===== src/rtl/dma_ring_pkg.sv =====
package dma_ring_pkg;
  localparam int DESC_W   = 128;
  localparam int KIND_LSB = 60;
  localparam int IRQ_BIT  = 59;
  localparam int LEN_LSB  = 46;

  typedef enum logic [3:0] {
    KIND_COPY = 4'd1,
    KIND_STAT = 4'd2
  } desc_kind_e;

  typedef enum logic [1:0] {CH_IDLE, CH_FETCH, CH_BUSY} chan_st_e;

  typedef enum logic [2:0] {
    MV_IDLE, MV_RD_REQ, MV_RD_WAIT, MV_WR_REQ, MV_WR_WAIT
  } mover_st_e;
endpackage


===== src/rtl/dma_ring_ptrs.sv =====
module dma_ring_ptrs #(
  parameter int IDX_W = 7
) (
  input  logic             clk_i,
  input  logic             rst_ni,
  input  logic             head_we_i,
  input  logic [IDX_W-1:0] head_i,
  input  logic             adv_i,
  output logic [IDX_W-1:0] head_o,
  output logic [IDX_W-1:0] tail_o,
  output logic             pending_o,
  output logic             repeat_o
);
  logic [IDX_W-1:0] head_q, tail_q;

  assign repeat_o  = head_we_i && (head_i == head_q);
  assign pending_o = head_q != tail_q;
  assign head_o    = head_q;
  assign tail_o    = tail_q;

  always_ff @(posedge clk_i or negedge rst_ni) begin
    if (!rst_ni) begin
      head_q <= '0;
      tail_q <= '0;
    end else begin
      if (head_we_i && !repeat_o) head_q <= head_i;
      // power-of-two depth: wrap is free
      if (adv_i) tail_q <= tail_q + 1'b1;
    end
  end


  adv_in_range_chk: assert property (@(posedge clk_i) disable iff (!rst_ni)
    adv_i |-> (head_q != tail_q));
endmodule


===== src/rtl/dma_ring_mover.sv =====
module dma_ring_mover import dma_ring_pkg::*; #(
  parameter int ADDR_W    = 46,
  parameter int DATA_W    = 64,
  parameter int WCNT_W    = 17,
  parameter int BUF_WORDS = 4
) (
  input  logic              clk_i,
  input  logic              rst_ni,
  input  logic              start_i,
  input  logic              imm_i,
  input  logic [ADDR_W-1:0] src_i,
  input  logic [ADDR_W-1:0] dst_i,
  input  logic [WCNT_W-1:0] nwords_i,
  input  logic [DATA_W-1:0] imm_data_i,
  output logic              done_o,
  output logic              mem_req_o,
  output logic              mem_we_o,
  output logic [ADDR_W-1:0] mem_addr_o,
  output logic [DATA_W-1:0] mem_wdata_o,
  input  logic              mem_gnt_i,
  input  logic              mem_rvalid_i,
  input  logic [DATA_W-1:0] mem_rdata_i,
  input  logic              mem_wack_i
);
  localparam int KW   = $clog2(BUF_WORDS + 1);
  localparam int BI_W = (BUF_WORDS > 1) ? $clog2(BUF_WORDS) : 1;
  localparam logic [ADDR_W-1:0] STEP  = ADDR_W'(DATA_W / 8);
  localparam logic [WCNT_W-1:0] BUF_N = WCNT_W'(BUF_WORDS);

  function automatic logic [KW-1:0] chunk_of(input logic [WCNT_W-1:0] r);
    return (r < BUF_N) ? KW'(r) : KW'(BUF_WORDS);
  endfunction

  mover_st_e         st_q;
  logic [ADDR_W-1:0] rd_a, wr_a;
  logic [WCNT_W-1:0] rem_q;
  logic [KW-1:0]     k_q, n_q, k_nx;
  logic              imm_q, done_q;
  logic [DATA_W-1:0] wdat_q;
  logic [DATA_W-1:0] stage_q [BUF_WORDS];
  logic [BI_W-1:0]   bi;

  assign bi          = k_q[BI_W-1:0];
  assign k_nx        = k_q + KW'(1);
  assign done_o      = done_q;
  assign mem_req_o   = (st_q == MV_RD_REQ) || (st_q == MV_WR_REQ);
  assign mem_we_o    = st_q == MV_WR_REQ;
  assign mem_addr_o  = mem_we_o ? wr_a : rd_a;
  assign mem_wdata_o = imm_q ? wdat_q : stage_q[bi];

  always_ff @(posedge clk_i) begin
    if (st_q == MV_RD_WAIT && mem_rvalid_i) stage_q[bi] <= mem_rdata_i;
  end

  always_ff @(posedge clk_i or negedge rst_ni) begin
    if (!rst_ni) begin
      st_q   <= MV_IDLE;
      rd_a   <= '0;
      wr_a   <= '0;
      rem_q  <= '0;
      k_q    <= '0;
      n_q    <= '0;
      imm_q  <= 1'b0;
      wdat_q <= '0;
      done_q <= 1'b0;
    end else begin
      done_q <= 1'b0;
      case (st_q)
        MV_IDLE: if (start_i) begin
          rd_a   <= src_i;
          wr_a   <= dst_i;
          imm_q  <= imm_i;
          wdat_q <= imm_data_i;
          k_q    <= '0;
          rem_q  <= nwords_i;
          n_q    <= imm_i ? KW'(1) : chunk_of(nwords_i);
          if (imm_i)               st_q   <= MV_WR_REQ;
          else if (nwords_i == '0) done_q <= 1'b1;
          else                     st_q   <= MV_RD_REQ;
        end
        MV_RD_REQ: if (mem_gnt_i) st_q <= MV_RD_WAIT;
        MV_RD_WAIT: if (mem_rvalid_i) begin
          rd_a <= rd_a + STEP;
          if (k_nx == n_q) begin
            k_q  <= '0;
            st_q <= MV_WR_REQ;
          end else begin
            k_q  <= k_nx;
            st_q <= MV_RD_REQ;
          end
        end
        MV_WR_REQ: if (mem_gnt_i) st_q <= MV_WR_WAIT;
        MV_WR_WAIT: if (mem_wack_i) begin
          wr_a <= wr_a + STEP;
          if (k_nx == n_q) begin
            k_q <= '0;
            if (imm_q || rem_q == WCNT_W'(n_q)) begin
              done_q <= 1'b1;
              st_q   <= MV_IDLE;
            end else begin
              rem_q <= rem_q - WCNT_W'(n_q);
              n_q   <= chunk_of(rem_q - WCNT_W'(n_q));
              st_q  <= MV_RD_REQ;
            end
          end else begin
            k_q  <= k_nx;
            st_q <= MV_WR_REQ;
          end
        end
        default: st_q <= MV_IDLE;
      endcase
    end
  end


  req_hold_chk: assert property (@(posedge clk_i) disable iff (!rst_ni)
    mem_req_o && !mem_gnt_i |=> mem_req_o && $stable(mem_addr_o) && $stable(mem_we_o));


  zero_len_chk: assert property (@(posedge clk_i) disable iff (!rst_ni)
    start_i && !imm_i && (nwords_i == '0) |=> done_o && !mem_req_o);
endmodule


===== src/rtl/dma_ring_chan.sv =====
module dma_ring_chan import dma_ring_pkg::*; #(
  parameter int RING_DEPTH  = 128,
  parameter int ADDR_W      = 46,
  parameter int DATA_W      = 64,
  parameter int LEN_W       = 14,
  parameter int ALIGN_SHIFT = 6,
  parameter int BUF_WORDS   = 4,
  localparam int IDX_W      = $clog2(RING_DEPTH)
) (
  input  logic              clk_i,
  input  logic              rst_ni,
  input  logic              en_i,
  input  logic              head_we_i,
  input  logic [IDX_W-1:0]  head_i,
  output logic [IDX_W-1:0]  tail_o,
  output logic              err_o,
  output logic              irq_o,
  output logic              quiesced_o,
  output logic              desc_re_o,
  output logic [IDX_W-1:0]  desc_idx_o,
  input  logic [DESC_W-1:0] desc_data_i,
  output logic              mem_req_o,
  output logic              mem_we_o,
  output logic [ADDR_W-1:0] mem_addr_o,
  output logic [DATA_W-1:0] mem_wdata_o,
  input  logic              mem_gnt_i,
  input  logic              mem_rvalid_i,
  input  logic [DATA_W-1:0] mem_rdata_i,
  input  logic              mem_wack_i
);
  localparam int WSHIFT = $clog2(DATA_W / 8);
  localparam int WCNT_W = LEN_W + ALIGN_SHIFT - WSHIFT;

  logic [IDX_W-1:0] head, tail;
  logic             pending, head_rep, adv;

  dma_ring_ptrs #(.IDX_W(IDX_W)) u_ptrs (
    .clk_i, .rst_ni, .head_we_i, .head_i,
    .adv_i(adv), .head_o(head), .tail_o(tail),
    .pending_o(pending), .repeat_o(head_rep)
  );

  logic [63:0]       w0, w1;
  logic [3:0]        kind;
  logic [LEN_W-1:0]  units;
  logic [WCNT_W-1:0] nwords;
  assign w0     = desc_data_i[63:0];
  assign w1     = desc_data_i[127:64];
  assign kind   = w1[KIND_LSB +: 4];
  assign units  = w0[LEN_LSB +: LEN_W];
  assign nwords = WCNT_W'(units) << (ALIGN_SHIFT - WSHIFT);

  chan_st_e st_q, st_d;
  logic en_q, halt_q, err_q, irq_q, irq_want_q;
  logic mv_start, mv_imm, mv_done, bad, en_rise;

  assign en_rise = en_i && !en_q;

  always_comb begin
    st_d      = st_q;
    desc_re_o = 1'b0;
    mv_start  = 1'b0;
    mv_imm    = 1'b0;
    adv       = 1'b0;
    bad       = 1'b0;
    case (st_q)
      CH_IDLE: if (en_i && !halt_q && pending) begin
        desc_re_o = 1'b1;
        st_d      = CH_FETCH;
      end
      CH_FETCH: begin
        if (kind == KIND_COPY) begin
          mv_start = 1'b1;
          st_d     = CH_BUSY;
        end else if (kind == KIND_STAT) begin
          mv_start = 1'b1;
          mv_imm   = 1'b1;
          st_d     = CH_BUSY;
        end else begin
          bad  = 1'b1;
          st_d = CH_IDLE;
        end
      end
      CH_BUSY: if (mv_done) begin
        adv  = 1'b1;
        st_d = CH_IDLE;
      end
      default: st_d = CH_IDLE;
    endcase
  end

  always_ff @(posedge clk_i or negedge rst_ni) begin
    if (!rst_ni) begin
      st_q       <= CH_IDLE;
      en_q       <= 1'b0;
      halt_q     <= 1'b0;
      err_q      <= 1'b0;
      irq_q      <= 1'b0;
      irq_want_q <= 1'b0;
    end else begin
      st_q  <= st_d;
      en_q  <= en_i;
      irq_q <= adv && irq_want_q;
      if (mv_start) irq_want_q <= mv_imm && w1[IRQ_BIT];
      if (bad)          halt_q <= 1'b1;
      else if (en_rise) halt_q <= 1'b0;
      if (bad || head_rep) err_q <= 1'b1;
      else if (en_rise)    err_q <= 1'b0;
    end
  end

  dma_ring_mover #(
    .ADDR_W(ADDR_W), .DATA_W(DATA_W), .WCNT_W(WCNT_W), .BUF_WORDS(BUF_WORDS)
  ) u_mover (
    .clk_i, .rst_ni,
    .start_i(mv_start), .imm_i(mv_imm),
    .src_i(w0[ADDR_W-1:0]), .dst_i(w1[ADDR_W-1:0]),
    .nwords_i(nwords), .imm_data_i(w0[DATA_W-1:0]),
    .done_o(mv_done),
    .mem_req_o, .mem_we_o, .mem_addr_o, .mem_wdata_o,
    .mem_gnt_i, .mem_rvalid_i, .mem_rdata_i, .mem_wack_i
  );

  assign tail_o     = tail;
  assign desc_idx_o = tail;
  assign err_o      = err_q;
  assign irq_o      = irq_q;
  assign quiesced_o = (st_q == CH_IDLE) && (!en_i || halt_q);


  tail_after_done_chk: assert property (@(posedge clk_i) disable iff (!rst_ni)
    !$stable(tail_o) |-> $past(mv_done));


  irq_after_done_chk: assert property (@(posedge clk_i) disable iff (!rst_ni)
    irq_o |-> $past(mv_done));


  repeat_err_chk: assert property (@(posedge clk_i) disable iff (!rst_ni)
    head_we_i && (head_i == head) |=> err_o);


  quiet_no_req_chk: assert property (@(posedge clk_i) disable iff (!rst_ni)
    quiesced_o |-> !mem_req_o);


  halt_no_fetch_chk: assert property (@(posedge clk_i) disable iff (!rst_ni)
    halt_q |-> !desc_re_o);
endmodule


===== config.mk =====
export PLATFORM = sky130hd
export DESIGN_NAME = dma_ring_chan
export DESIGN_NICKNAME = d
export VERILOG_FILES = /design/src/rtl/dma_ring_pkg.sv /design/src/rtl/dma_ring_ptrs.sv /design/src/rtl/dma_ring_mover.sv /design/src/rtl/dma_ring_chan.sv
export SDC_FILE = /design/constraint.sdc
export NUM_CORES = 1
export LEC_CHECK = 0
export ABC_AREA = 1
export BUFFER_PORTS_ARGS = -buffer_cell sky130_fd_sc_hd__buf_2
export CORE_MARGIN = 3
export CORE_UTILIZATION = 45
export DETAILED_ROUTE_END_ITERATION = 8
export PLACE_DENSITY_LB_ADDON = 0.2
export SKIP_LAST_GASP = 1
export SLEW_MARGIN = 10
export SYNTH_ARGS = -nofsm -noshare
export SYNTH_HDL_FRONTEND = slang
export SYNTH_SLANG_ARGS = --single-unit

===== constraint.sdc =====
create_clock -name clk_i -period 5.5 [get_ports clk_i]
set_clock_uncertainty 0.2 [all_clocks]
set_input_delay 0.275 -clock clk_i [delete_from_list [all_inputs] [get_ports clk_i]]
set_output_delay 0.275 -clock clk_i [all_outputs]
set_load 0.05 [all_outputs]

==> flow_summary.toml <==
[power]
power_mw = 16.0
combPwrFrac_pct = 44.0
vdd_drop_max_mv = 0.478
p_clk_share_pct = 23.1
power_switching_mw = 7.52
p_seq_share_pct = 32.9
powerDensity_mw_per_mm2 = 554
intPower_mw = 8.43
swShare_pct = 47.1
p_leak_nw = 12.4

[logic_synthesis]
syn-instance-count = 2570
ys_ff_latch = 461
synthesis.nets = 2787
syn_area_mm2 = 0.0228
syn_avg_cell_area_um2 = 8.88
synth_warnings = 0
dominantRegCellSynth = "edfxtp_1"
ys_seq_area_share_pct = 56.1
yosysUniqueCellTypes = 59
synth_edf_count = 256
async_flop_share_pct = 44.5

[job]
cap_violations = 0

[clocking]
cts_num_sinks = 461
ctsResizeCount = 0
cts_root_buf = "clkbuf_16"
clkLatencyLatePin_ns = 0.63
cts_tree = "built"
cts_htree_levels = 2
cts_made_buffers = 51
clockBufferDepth = 3
path_clk_slew_ns = 0.06

[sta]
layout_setup_ws_ns = 1.45
min_period_ns = 4.05
final-max-slew-violation-count = 0
hold_violations = 0
worst_slew_pin_slew_ns = 1.22
slew_headroom_pct = 18.4
setup_tns_ns = 0
rsz0062_at_grt = "false"
post-route-period-util_pct = 73.6
setup_violations = 0
fmax_mhz = 247

[critical_path]
rrSetupSlack_ns = 1.67
startpoint_type = "register"
startpoint = "u_mover.st_q[2]$_DFFE_PN0P_"
slowest_delay_ns = 0.96
cp_data_arrival_time_ns = 3.57
crit_chain = "nor2_1, nand2_2, buf_4, nand2_1, o21ai_0, buf_2"
reg2reg_depth = 9
reg2reg_to = "u_mover.st_q[0]$_DFFE_PN0P_"
crit_slowest_cell = "dfrtp_1"
path_delay_family = "simple AND/OR/NAND/NOR gates"
path_buf_inv = 2
critPathMaxFanout = 46
worstSetupEndpointType = "output pin"
crit_type = "reg -> out"
critPathCapture = "mem_addr_o[38]"
worstPathRequired_ns = 5.03
crit-reg2reg-launch = "u_mover.st_q[2]$_DFFE_PN0P_"
cp_num_cells = 6

[global_routing]
grt_pass1_wl_mm = 110
grt-ovfl-total = 0
grt_pass1_vias = 19415
antenna_found_initial = 3
grt_max_degree = 124
grtUsageTotal_pct = 26.4

[run_status]
status = "finished, final reports clean"

[detailed_routing]
drt_wl_total_mm = 72.1
num_vias = 19967
viasPerCell = 5.32
routedWlPerCell_um = 19.2
drc_errors = 0
dr.pass1.iters = 6
postRouteAntennaNets = 0
drt-initial-drc-count = 1836

[cells_and_area]
final_cell_count_no_fill = 3752
drive_above_1_share_pct = 16.5
area_delta_synth_final_pct = 26.1
nets = 3257
final_util_pct = 58.1

[placed_design]
dp_slack_ns = 2.00
dp.cells = 3446
post-dp-hpwl_mm = 47.9
io_buffers = 322
place.gp.congestion = 0.959

[floorplan]
die_w_um = 231
initial_utilization_pct = 46.1
fp-row-count = 81
die-area_mm2 = 0.0535
coreArea_mm2 = 0.0496
io-pin-count = 336
fp.dieH_um = 231

[min_path]
hp-class = "in -> async"
synth_stat cells (7+ instances only):
cell / number / area [um^2]
o211ai_1: 15 / 113
nor2_2: 14 / 87.6
o21ai_0: 331 / 1660
buf_4: 14 / 105
xor2_1: 54 / 473
nor2_1: 467 / 1750
o22ai_1: 28 / 175
nand2_1: 468 / 1760
nand3_1: 88 / 440
a31oi_1: 65 / 407
buf_6: 7 / 78.8
inv_1: 193 / 724
a22oi_1: 10 / 75.1
buf_1: 12 / 45.0
a21oi_1: 49 / 245
nor4_1: 12 / 75.1
o21ai_1: 20 / 100
buf_2: 19 / 95.1
ha_1: 10 / 125
inv_2: 12 / 45.0
xnor2_1: 12 / 105
dfrtp_1: 205 / 5130
nor3_1: 33 / 165
clkbuf_1: 79 / 297
nand4_1: 33 / 206
edfxtp_1: 256 / 7690
power by group through the flow:
stage / Clock, mW / Combinational [mW] / Sequential (mW)
floorplan: 0 / 5.16 / 5.01
global placement: 0 / 6.76 / 5.26
detailed placement: 0 / 6.86 / 5.28
CTS: 3.75 / 7.01 / 5.23
global route: 3.89 / 7.60 / 5.35
finish: 3.68 / 7.03 / 5.25
cell type report:
| class | count | area [um^2] |
|---|---|---|
| antenna | 5 | 12.5 |
| clock buffer | 66 | 1410 |
| clock inverter | 30 | 414 |
| fill | 4352 | 20800 |
| inverter | 207 | 782 |
| multi-input combinational | 1771 | 8670 |
| sequential | 461 | 12800 |
| tap | 664 | 831 |
| timing repair buffer | 548 | 3850 |
registers in the layout, summed over array words and instances (netlist names), 7 cells and up:
| name | flops |
|---|---|
| u_mover.stage_q | 256 |
| u_mover.wdat_q | 64 |
| u_mover.rd_a | 46 |
| u_mover.wr_a | 46 |
| u_mover.rem_q | 17 |
| u_ptrs.head_o | 7 |
| u_ptrs.tail_o | 7 |
per-layer routing:
metal | track usage, % | vias to the layer above | routed length [um]
met1 | 37.1 | 9541 | 32000
li1 | - | 9603 | -
met5 | 0 | - | 0
met3 | 5.31 | 107 | 5510
met4 | 7.79 | 0 | 2050
met2 | 41.8 | 716 | 32600
cell families (layout without fill, tap and decap cells):
group,count (synthesis),count (layout),synth area share [%]
adders and majority gates,11,11,0.636
DFF,461,461,56.1
and+or+nand+nor,1159,1159,21.7
xor gates and xnor gates,66,66,2.53
other,0,5,0
AOI/OAI and AO/OA,535,535,12.8
buffers and inverters,338,851,6.13
per-stage QoR:
stage,area (um^2),hold slack (ns)
after floorplan,22800,-0.221
final,28800,0.0585
after CTS,28800,0.0288
after global routing,28800,0.0436
after detailed placement,24900,0.181
after global placement,24900,0.183
worst min-delay path by stage:
stage / start / end / cells after the start
finish: rst_ni / u_ptrs.head_o[6]$_DFFE_PN0P_ / 2
global placement: rst_ni / u_ptrs.head_o[6]$_DFFE_PN0P_ / 1
detailed placement: rst_ni / u_ptrs.head_o[3]$_DFFE_PN0P_ / 1
floorplan: rst_ni / en_q$_DFF_PN0_ / 0
CTS: desc_data_i[126] / halt_q$_DFFE_PN0P_ / 5
global route: desc_data_i[126] / halt_q$_DFFE_PN0P_ / 5
cell usage in the layout (no fill, tap or decap), types with 15 or more instances in the layout:
master	count
dfrtp_1	203
inv_1	191
buf_4	19
o21ai_0	331
nor2_1	462
o22ai_1	28
a21oi_1	49
nor3_1	33
dlygate4sd3_1	205
nand2_1	466
edfxtp_1	256
o211ai_1	15
a31oi_1	65
clkbuf_16	51
xor2_1	54
o21ai_1	20
nand3_1	88
nand4_1	33
buf_2	321
what timing repair did:
action | in CTS | in global routing
endpoints found under the hold margin | 527 | 0
hold buffers | 205 | 0
setup buffers | 0 | 0
(Power assumes the default switching activity.)
